$ cat src/rtl/pgw_pkg.sv
package pgw_pkg;
  typedef enum logic [1:0] {
    ST_IDLE    = 2'd0,
    ST_COLLECT = 2'd1,
    ST_PROG    = 2'd2,
    ST_COMMIT  = 2'd3
  } pgw_state_t;
endpackage

$ cat src/rtl/pgw_page_buf.sv
module pgw_page_buf #(
  parameter int PAGE_BYTES = 32,
  localparam int SLOT_W = $clog2(PAGE_BYTES)
) (
  input  logic              clk,
  input  logic              rst_n,
  input  logic              clr,
  input  logic              wr_en,
  input  logic [SLOT_W-1:0] wr_slot,
  input  logic [7:0]        wr_data,
  input  logic [SLOT_W-1:0] rd_slot,
  output logic [7:0]        rd_data,
  output logic              rd_full,
  output logic              any_full
);
  logic [7:0]            data_q [PAGE_BYTES];
  logic [PAGE_BYTES-1:0] full_q;

  always_ff @(posedge clk or negedge rst_n) begin
    if (!rst_n) begin
      full_q <= '0;
    end else if (clr) begin
      full_q <= '0;
    end else if (wr_en) begin
      full_q[wr_slot] <= 1'b1;
    end
  end

  always_ff @(posedge clk) begin
    if (wr_en) data_q[wr_slot] <= wr_data;
  end

  assign rd_data  = data_q[rd_slot];
  assign rd_full  = full_q[rd_slot];
  assign any_full = |full_q;
endmodule

$ cat src/rtl/pgw_prog_timer.sv
module pgw_prog_timer #(
  parameter int PROG_CYCLES = 625000,
  localparam int CNT_W = $clog2(PROG_CYCLES + 1)
) (
  input  logic clk,
  input  logic rst_n,
  input  logic load,
  input  logic run,
  output logic expired
);
  logic [CNT_W-1:0] cnt_q;

  always_ff @(posedge clk or negedge rst_n) begin
    if (!rst_n) begin
      cnt_q <= '0;
    end else if (load) begin
      cnt_q <= CNT_W'(PROG_CYCLES - 1);
    end else if (run && cnt_q != '0) begin
      cnt_q <= cnt_q - CNT_W'(1);
    end
  end

  assign expired = (cnt_q == '0);
endmodule

$ cat src/rtl/eep_page_writer.sv
module eep_page_writer #(
  parameter int ADDR_W      = 13,
  parameter int PAGE_BYTES  = 32,
  parameter int PROG_CYCLES = 625000
) (
  input  logic              clk,
  input  logic              rst_n,
  input  logic              addr_load,
  input  logic [ADDR_W-1:0] load_addr,
  input  logic              load_wp,
  input  logic              byte_stb,
  input  logic [7:0]        byte_data,
  input  logic              bus_stop,
  input  logic              bus_restart,
  output logic              busy,
  output logic              mem_we,
  output logic [ADDR_W-1:0] mem_addr,
  output logic [7:0]        mem_wdata
);
  import pgw_pkg::*;

  localparam int SLOT_W = $clog2(PAGE_BYTES);
  localparam int PAGE_W = ADDR_W - SLOT_W;
  localparam logic [SLOT_W-1:0] LAST_SLOT = SLOT_W'(PAGE_BYTES - 1);

  function automatic logic [PAGE_W-1:0] page_of(input logic [ADDR_W-1:0] a);
    return a[ADDR_W-1:SLOT_W];
  endfunction

  function automatic logic [SLOT_W-1:0] slot_of(input logic [ADDR_W-1:0] a);
    return a[SLOT_W-1:0];
  endfunction

  function automatic logic [SLOT_W-1:0] slot_next(input logic [SLOT_W-1:0] s);
    return s + SLOT_W'(1);
  endfunction

  pgw_state_t        st_q;
  logic [PAGE_W-1:0] page_q;
  logic [SLOT_W-1:0] slot_q;
  logic [SLOT_W-1:0] idx_q;
  logic              wp_q;

  // named internal events
  logic take_addr, take_byte, cancel, stop_seen, commit_go, commit_phase, commit_last;
  logic expired, rd_full, any_full, buf_clr;
  logic [7:0] rd_data;

  assign take_addr    = (st_q == ST_IDLE || st_q == ST_COLLECT) && addr_load;
  assign cancel       = (st_q == ST_COLLECT) && bus_restart && !addr_load;
  assign stop_seen    = (st_q == ST_COLLECT) && bus_stop && !bus_restart && !addr_load;
  assign take_byte    = (st_q == ST_COLLECT) && byte_stb && !bus_stop && !bus_restart && !addr_load;
  assign commit_go    = stop_seen && any_full && !wp_q;
  assign commit_phase = (st_q == ST_COMMIT);
  assign commit_last  = commit_phase && (idx_q == LAST_SLOT);
  assign buf_clr      = take_addr || commit_last;

  always_ff @(posedge clk or negedge rst_n) begin
    if (!rst_n) begin
      st_q   <= ST_IDLE;
      page_q <= '0;
      slot_q <= '0;
      idx_q  <= '0;
      wp_q   <= 1'b0;
    end else begin
      unique case (st_q)
        ST_IDLE, ST_COLLECT: begin
          if (take_addr) begin
            st_q   <= ST_COLLECT;
            page_q <= page_of(load_addr);
            slot_q <= slot_of(load_addr);
            wp_q   <= load_wp;
          end else if (cancel) begin
            st_q <= ST_IDLE;
          end else if (stop_seen) begin
            st_q <= commit_go ? ST_PROG : ST_IDLE;
          end else if (take_byte) begin
            slot_q <= slot_next(slot_q);
          end
        end
        ST_PROG: begin
          if (expired) begin
            st_q  <= ST_COMMIT;
            idx_q <= '0;
          end
        end
        ST_COMMIT: begin
          if (commit_last) st_q <= ST_IDLE;
          idx_q <= slot_next(idx_q);
        end
        default: st_q <= ST_IDLE;
      endcase
    end
  end

  pgw_page_buf #(.PAGE_BYTES(PAGE_BYTES)) buf_i (
    .clk      (clk),
    .rst_n    (rst_n),
    .clr      (buf_clr),
    .wr_en    (take_byte),
    .wr_slot  (slot_q),
    .wr_data  (byte_data),
    .rd_slot  (idx_q),
    .rd_data  (rd_data),
    .rd_full  (rd_full),
    .any_full (any_full)
  );

  pgw_prog_timer #(.PROG_CYCLES(PROG_CYCLES)) tmr_i (
    .clk     (clk),
    .rst_n   (rst_n),
    .load    (commit_go),
    .run     (st_q == ST_PROG),
    .expired (expired)
  );

  assign busy      = (st_q == ST_PROG) || commit_phase;
  assign mem_we    = commit_phase && rd_full;
  assign mem_addr  = {page_q, idx_q};
  assign mem_wdata = rd_data;
endmodule

$ cat config.mk
export PLATFORM = sky130hd
export DESIGN_NAME = eep_page_writer
export DESIGN_NICKNAME = d
export VERILOG_FILES = /design/src/rtl/pgw_pkg.sv /design/src/rtl/pgw_page_buf.sv /design/src/rtl/pgw_prog_timer.sv /design/src/rtl/eep_page_writer.sv
export SDC_FILE = /design/constraint.sdc
export NUM_CORES = 1
export LEC_CHECK = 0
export ABC_AREA = 1
export BUFFER_PORTS_ARGS = -buffer_cell sky130_fd_sc_hd__buf_2
export CAP_MARGIN = 0
export CORE_MARGIN = 3
export CORE_UTILIZATION = 60
export DETAILED_ROUTE_END_ITERATION = 10
export PLACE_DENSITY_LB_ADDON = 0.15
export SYNTH_ARGS = -nofsm -noshare
export SYNTH_HDL_FRONTEND = slang
export SYNTH_SLANG_ARGS = --single-unit
$ cat constraint.sdc
create_clock -name clk -period 4.27 [get_ports clk]
set_input_delay 0.427 -clock clk [delete_from_list [all_inputs] [get_ports clk]]
set_output_delay 0.427 -clock clk [all_outputs]
set_load 0.01 [all_outputs]
==> impl_metrics.tcl, run 1 <==
set metrics [dict create \
    whs_ns 0.05564 \
    drt-wirelength-per-cell_um 18.69 \
    hold_path_class "input pin to async pin" \
    crit_required_ns 3.84 \
    antenna_found_initial 1 \
    setup.worst_path.start_class "flop" \
    cp-startpoint "idx_q[0]" \
    arrival_ns 3.26 \
    seq_power_share_pct 53.1 \
    yosysUniqueCellTypes 37 \
    globalRouteOverflowTotal 0 \
    cp_max_fo 91 \
    p_clk_share_pct 42.2 \
    drt_iter0_markers 1004 \
    syn_nets 1481 \
    reg2regPathDepth 8 \
    netlist_area_mm2 0.01442 \
    finalClockSkew_ns 0.01625 \
    finalCritPeriodShare_pct 86.27 \
    chipHeight_um 161.0 \
    critical_path_buf_inv_count 2 \
    cts_buffer_depth 3 \
    leakage_nw 6.513 \
    firstDrtPassIters 5 \
    p_sw_mw 1.444 \
    cp-endpoint "mem_wdata[5]" \
    area_growth_pct 10.39 \
    syn_area_per_cell_um2 9.978 \
    crit_family "buffers and inverters" \
    tritoncts "done" \
    intPower_mw 5.173 \
    gp_congestion 0.8531 \
    crit_slowest_cell "buf_4" \
    io_pins 51 \
    clkTransAtPathRegs_ns 0.06 \
    worst_pin_slew_ns 1.104 \
    criticalPathCategory "flop to output pin" \
    synth_largest_area_cell "edfxtp_1" \
    port_buffers 50 \
    cts.sinks 329 \
    drv_slew 0 \
    r2r_end "buf_i.full_q[1]" \
    end_kind "output pin" \
    place_hpwl_um 20350 \
    switching_share_pct 21.82 \
    grt_pass1_wl_um 53880 \
    antennaDiodeCount 0 \
    relSlewSlack_pct 25.98 \
    fp.dieArea_mm2 0.02593 \
    synth.area.top_cells "edfxtp_1 (53%), nand2_1 (13%), dfrtp_1 (13%)" \
    drc 0 \
    setup_viol 0 \
    fmax_ghz 0.2715 \
    cts_setup_buffers 0 \
    insertion_delay_ns 0.52 \
    period_minus_slack_ns 3.684 \
    via_per_inst 5.633 \
    slowest_delay_ns 0.85 \
    rows 56 \
    grt_pass1_vias 9818 \
    r2r-start "idx_q[0]" \
    initial_utilization_pct 61.24 \
    cts_max_level 2 \
    grt_start_max_net_pins 92 \
    cts_resized 0 \
    status "completed" \
    cp_cell_sequence "buf_4 > nand2_1 > nand3_1 > nand3_1 > nand2_1 > nand2_1 > nand3_1 > and2_1 > buf_2" \
    synth_top_cell_area_share_pct 53.32 \
    comb_power_share_pct 4.7 \
    finalHoldViolCount 0 \
    ant_nets 0 \
    layout.nets 1509 \
    cap_violations 0 \
    cts_hold_buf 0 \
    critical_path_cell_count 9 \
    wl_um 33950 \
    drive_above_1_share_pct 8.611 \
    vias 10240 \
    fp.dieW_um 161.0 \
    yosys_warnings 0 \
    syn_inst 1445 \
    ys_seq_area_share_pct 65.99 \
    grt_usage_pct 26.53 \
    tns_ns 0 \
    cts_root_buf "clkbuf_16" \
    core_area_mm2 0.02354 \
    ys_seq_elements 329 \
    rrSetupSlack_ns 1.55 \
    powerDensity_mw_per_mm2 415.7 \
    cts-buffers-inserted 35 \
    fillers 1834 \
    irDropWorstVdd_mv 0.2720 \
    rsz0062_at_grt "false" \
]
==> through the flow <==
step	util, %	instances	total power, mW	worst slack (ns)	area (µm²)
6_report	67.60	1817	6.617	0.5863	15920
5_1_grt	67.60	1817	6.830	0.3767	15920
4_1_cts	67.60	1817	6.646	0.6321	15920
2_1_floorplan	-	1445	3.758	2.333	14420
3_5_place_dp	63.12	1755	3.890	1.166	14860
3_3_place_gp	63.12	1755	3.883	1.180	14860
==> worst reg2reg max path: stages (launching register included) <==
cell and delay [ns]:
dfrtp_4 0.84, ha_1 0.30, nand2_1 0.07, nor2_1 0.11
ha_1 0.17, inv_1 0.07, o21ai_2 0.69, buf_4 0.30
nor2_1 0.07
==> area by class of cell <==
class	count	area [µm²]	share of cell area [%]
Sequential cell	329	9519	59.81
Multi-Input combinational cell	970	4303	27.04
Clock buffer	50	983.4	6.179
Tap cell	319	399.1	2.508
Timing Repair Buffer	62	355.3	2.233
Inverter	75	284.0	1.785
Clock inverter	12	71.32	0.4481
==> worst min-delay path by stage <==
stage	endpoint	slack [ns]	startpoint	cells after the start
after floorplan	buf_i.full_q[0]	0.13	rst_n	0
after global placement	page_q[1]	0.45	page_q[1]	2
after detailed placement	page_q[4]	0.46	page_q[4]	2
after CTS	buf_i.full_q[28]	0.1	rst_n	1
after global routing	buf_i.full_q[28]	0.13	rst_n	1
final	buf_i.full_q[28]	0.06	rst_n	1
==> per-layer routing <==
layer	vias to the layer above	GRT usage, %	routed length [µm]
met2	426	42.06	16000
met1	4821	38.99	14470
li1	4919	-	-
met4	2	7.470	766
met5	-	0	12
met3	67	4.001	2693
==> cells in the mapped netlist <==
cell,number
a21boi_0,1
a21o_1,4
a21oi_1,20
a31oi_1,2
and2_1,8
buf_1,4
buf_2,35
buf_4,4
buf_6,1
clkbuf_1,27
clkinv_1,2
dfrtp_1,73
edfxtp_1,256
ha_1,8
inv_1,69
inv_2,4
nand2_1,488
nand2_2,1
nand2_4,1
nand3_1,265
nand3_2,1
nand3b_1,5
nand4_1,9
nor2_1,113
nor2_2,4
nor2_4,3
nor3_1,7
o211ai_1,2
o21ai_0,15
o21ai_1,2
o21ai_2,1
o21ba_1,1
o21ba_2,1
o221ai_1,1
o22ai_1,2
or2_2,1
xor2_1,4
==> state kept, by name, summed over array words and instances, names as in the netlist <==
register and flops:
buf_i.full_q 32, tmr_i.cnt_q 20, buf_i.data_q 256, page_q 8, slot_q 5, idx_q 5, wp_q 1, st_q 2
==> placed cells by master (no fill, tap or decap), types with 3 or more instances in the layout <==
cell,instances
dfrtp_1,71
nand2_1,488
nor2_2,4
nand4_1,9
a21o_1,4
clkinv_2,3
clkbuf_8,3
nand3b_1,5
nor2_1,113
buf_4,12
nand3_1,265
and2_1,8
ha_1,8
xor2_1,4
buf_2,49
clkbuf_1,11
clkbuf_16,36
inv_2,3
inv_1,69
nor3_1,5
clkinv_1,8
a21oi_1,20
edfxtp_1,256
nor2_4,3
o21ai_0,15
==> power groups by stage <==
stage                     sequential [mW]  clock, mW  combinational (mW)
after floorplan                      3.57          0               0.192
after global placement               3.58          0               0.304
after detailed placement             3.58          0               0.311
after CTS                            3.51       2.82               0.312
after global routing                 3.52       2.96               0.353
final                                3.51       2.79               0.311
==> cell families (layout without fill, tap and decap cells) <==
group	after synthesis	count (layout)	synth area share (%)
simple gates	906	906	26.73
flops	329	329	65.99
buf+inv	146	199	4.261
compound gates	52	52	2.083
fa+ha+maj	8	8	0.6943
xor+xnor	4	4	0.2430
(Power assumes the default switching activity.)
==> inputs of run 2 (changes only) <==
Settings changed: CORE_MARGIN 3 to 5, CTS_BUF_LIST set to sky130_fd_sc_hd__clkbuf_8 sky130_fd_sc_hd__clkbuf_16, SLEW_MARGIN set to 20.
==> impl_metrics.tcl, run 2 (synthesis gave the netlist of run 1 again) <==
set metrics [dict create \
    cts_hold_buf 0 \
    drc 0 \
    rrSetupSlack_ns 1.55 \
    ant_nets 0 \
    finalHoldViolCount 0 \
    cts.sinks 329 \
    core_area_mm2 0.02354 \
    end_kind "output pin" \
    tritoncts "done" \
    irDropWorstVdd_mv 0.3291 \
    firstDrtPassIters 5 \
    port_buffers 50 \
    rsz0062_at_grt "false" \
    layout_common_cells "nand2_1 (488), nand3_1 (265), edfxtp_1 (256), nor2_1 (113), inv_1 (77)" \
    fillers 1823 \
    wl_um 35380 \
    grt_pass1_wl_um 55790 \
    initial_utilization_pct 61.24 \
    fmax_ghz 0.3037 \
    cts-buffers-inserted 34 \
    insertion_delay_ns 0.51 \
    largest_register "buf_i.data_q" \
    cts_buffer_depth 3 \
    fp.dieArea_mm2 0.02723 \
    grt_usage_pct 26.73 \
    largest_register_ffs 256 \
    fp.dieW_um 165.0 \
    reg_top3 "buf_i.data_q (256), buf_i.full_q (32), tmr_i.cnt_q (20)" \
    stdcell_area_mm2 0.01593 \
    period_minus_slack_ns 3.293 \
    grt_pass1_vias 10110 \
    setup.worst_path.start_class "flop" \
    tns_ns 0 \
    drt-wirelength-per-cell_um 19.55 \
    criticalPathCategory "flop to output pin" \
    cap_violations 0 \
    gp_congestion 0.8498 \
    p_clk_share_pct 42.2 \
    drv_slew 0 \
    placed_area_mm2 0.01489 \
    relSlewSlack_pct 25.15 \
    via_per_inst 5.742 \
    rows 56 \
    finalClockSkew_ns 0.01386 \
    reg2regPathDepth 9 \
    antennaDiodeCount 0 \
    globalRouteOverflowTotal 0 \
    p_sw_mw 1.417 \
    finalCritPeriodShare_pct 77.12 \
    drt_iter0_markers 1074 \
    crit_required_ns 3.84 \
    grt_start_max_net_pins 150 \
    cts_resized 0 \
    r2r-start "idx_q[0]" \
    io_pins 51 \
    setup_viol 0 \
    worst_pin_slew_ns 1.119 \
    switching_share_pct 21.37 \
    r2r_end "buf_i.full_q[5]" \
    chipHeight_um 165.0 \
    finalPower_mw 6.629 \
    vias 10390 \
    comb_power_share_pct 4.9 \
    hold_path_class "input pin to async pin" \
    powerDensity_mw_per_mm2 416.1 \
    cp_max_fo 47 \
    cts_max_level 2 \
    seq_area_mm2 0.009519 \
    place_hpwl_um 20980 \
    arrival_ns 2.87 \
    seq_power_share_pct 52.8 \
    layout_commonest_cell "nand2_1" \
    cts_setup_buffers 0 \
    layout.nets 1509 \
    intPower_mw 5.212 \
    status "completed" \
    leakage_nw 6.552 \
    drive_above_1_share_pct 8.384 \
    whs_ns 0.05139 \
    clkTransAtPathRegs_ns 0.06 \
    multiInputGateArea_mm2 0.004305 \
    area_growth_pct 10.51 \
    antenna_found_initial 0 \
    cts_root_buf "clkbuf_16" \
]
## run 2: cell type report
cell class / instances / area share [%]
clock buffers: 37 / 5.741
clock inverters: 17 / 0.7696
inverters: 75 / 1.783
multi-input cells: 970 / 27.02
flip-flops and latches: 329 / 59.75
well taps: 319 / 2.505
repair buffers: 63 / 2.434
## run 2: routing by layer
metal,track usage [%],up-vias,routed length (µm)
met5,0,-,0
met4,7.108,0,860
met3,4.367,64,3068
met2,42.26,510,16440
met1,39.07,4916,15010
li1,-,4903,-
## run 2: worst max-delay path by stage
stage               startpoint             endpoint  slack [ns]  cells past startpoint
finish                idx_q[1]         mem_wdata[3]        0.98                     10
global route          idx_q[1]         mem_wdata[4]        0.87                     10
CTS                   idx_q[1]         mem_wdata[3]        1.01                     10
detailed placement    idx_q[1]         mem_wdata[3]        1.55                     10
global placement      idx_q[1]         mem_wdata[4]        1.58                      9
floorplan              st_q[1]  buf_i.data_q[28][0]        2.33                      5
## run 2: stage by stage
stage,util (%),setup slack [ns],std cells
after floorplan,-,2.333,1445
after global placement,63.24,1.575,1756
after detailed placement,63.24,1.554,1756
after CTS,67.64,1.011,1810
after global routing,67.68,0.8669,1810
final,67.68,0.9770,1810
## run 2: power groups by stage
stage               combinational [mW]  clock [mW]  sequential [mW]
global route                     0.368        2.99             3.50
detailed placement               0.324           0             3.57
CTS                              0.325        2.83             3.50
global placement                 0.316           0             3.57
finish                           0.326        2.80             3.50
floorplan                        0.192           0             3.57
## run 2: critical path, stage by stage, from the launching register on
cell     delay, ns
dfrtp_2       0.38
buf_4         0.26
inv_2         0.46
buf_12        0.33
nand3_1       0.12
nand3_1       0.13
nand2_1       0.11
nand2_1       0.10
nand3_1       0.10
and2_1        0.18
buf_2         0.14
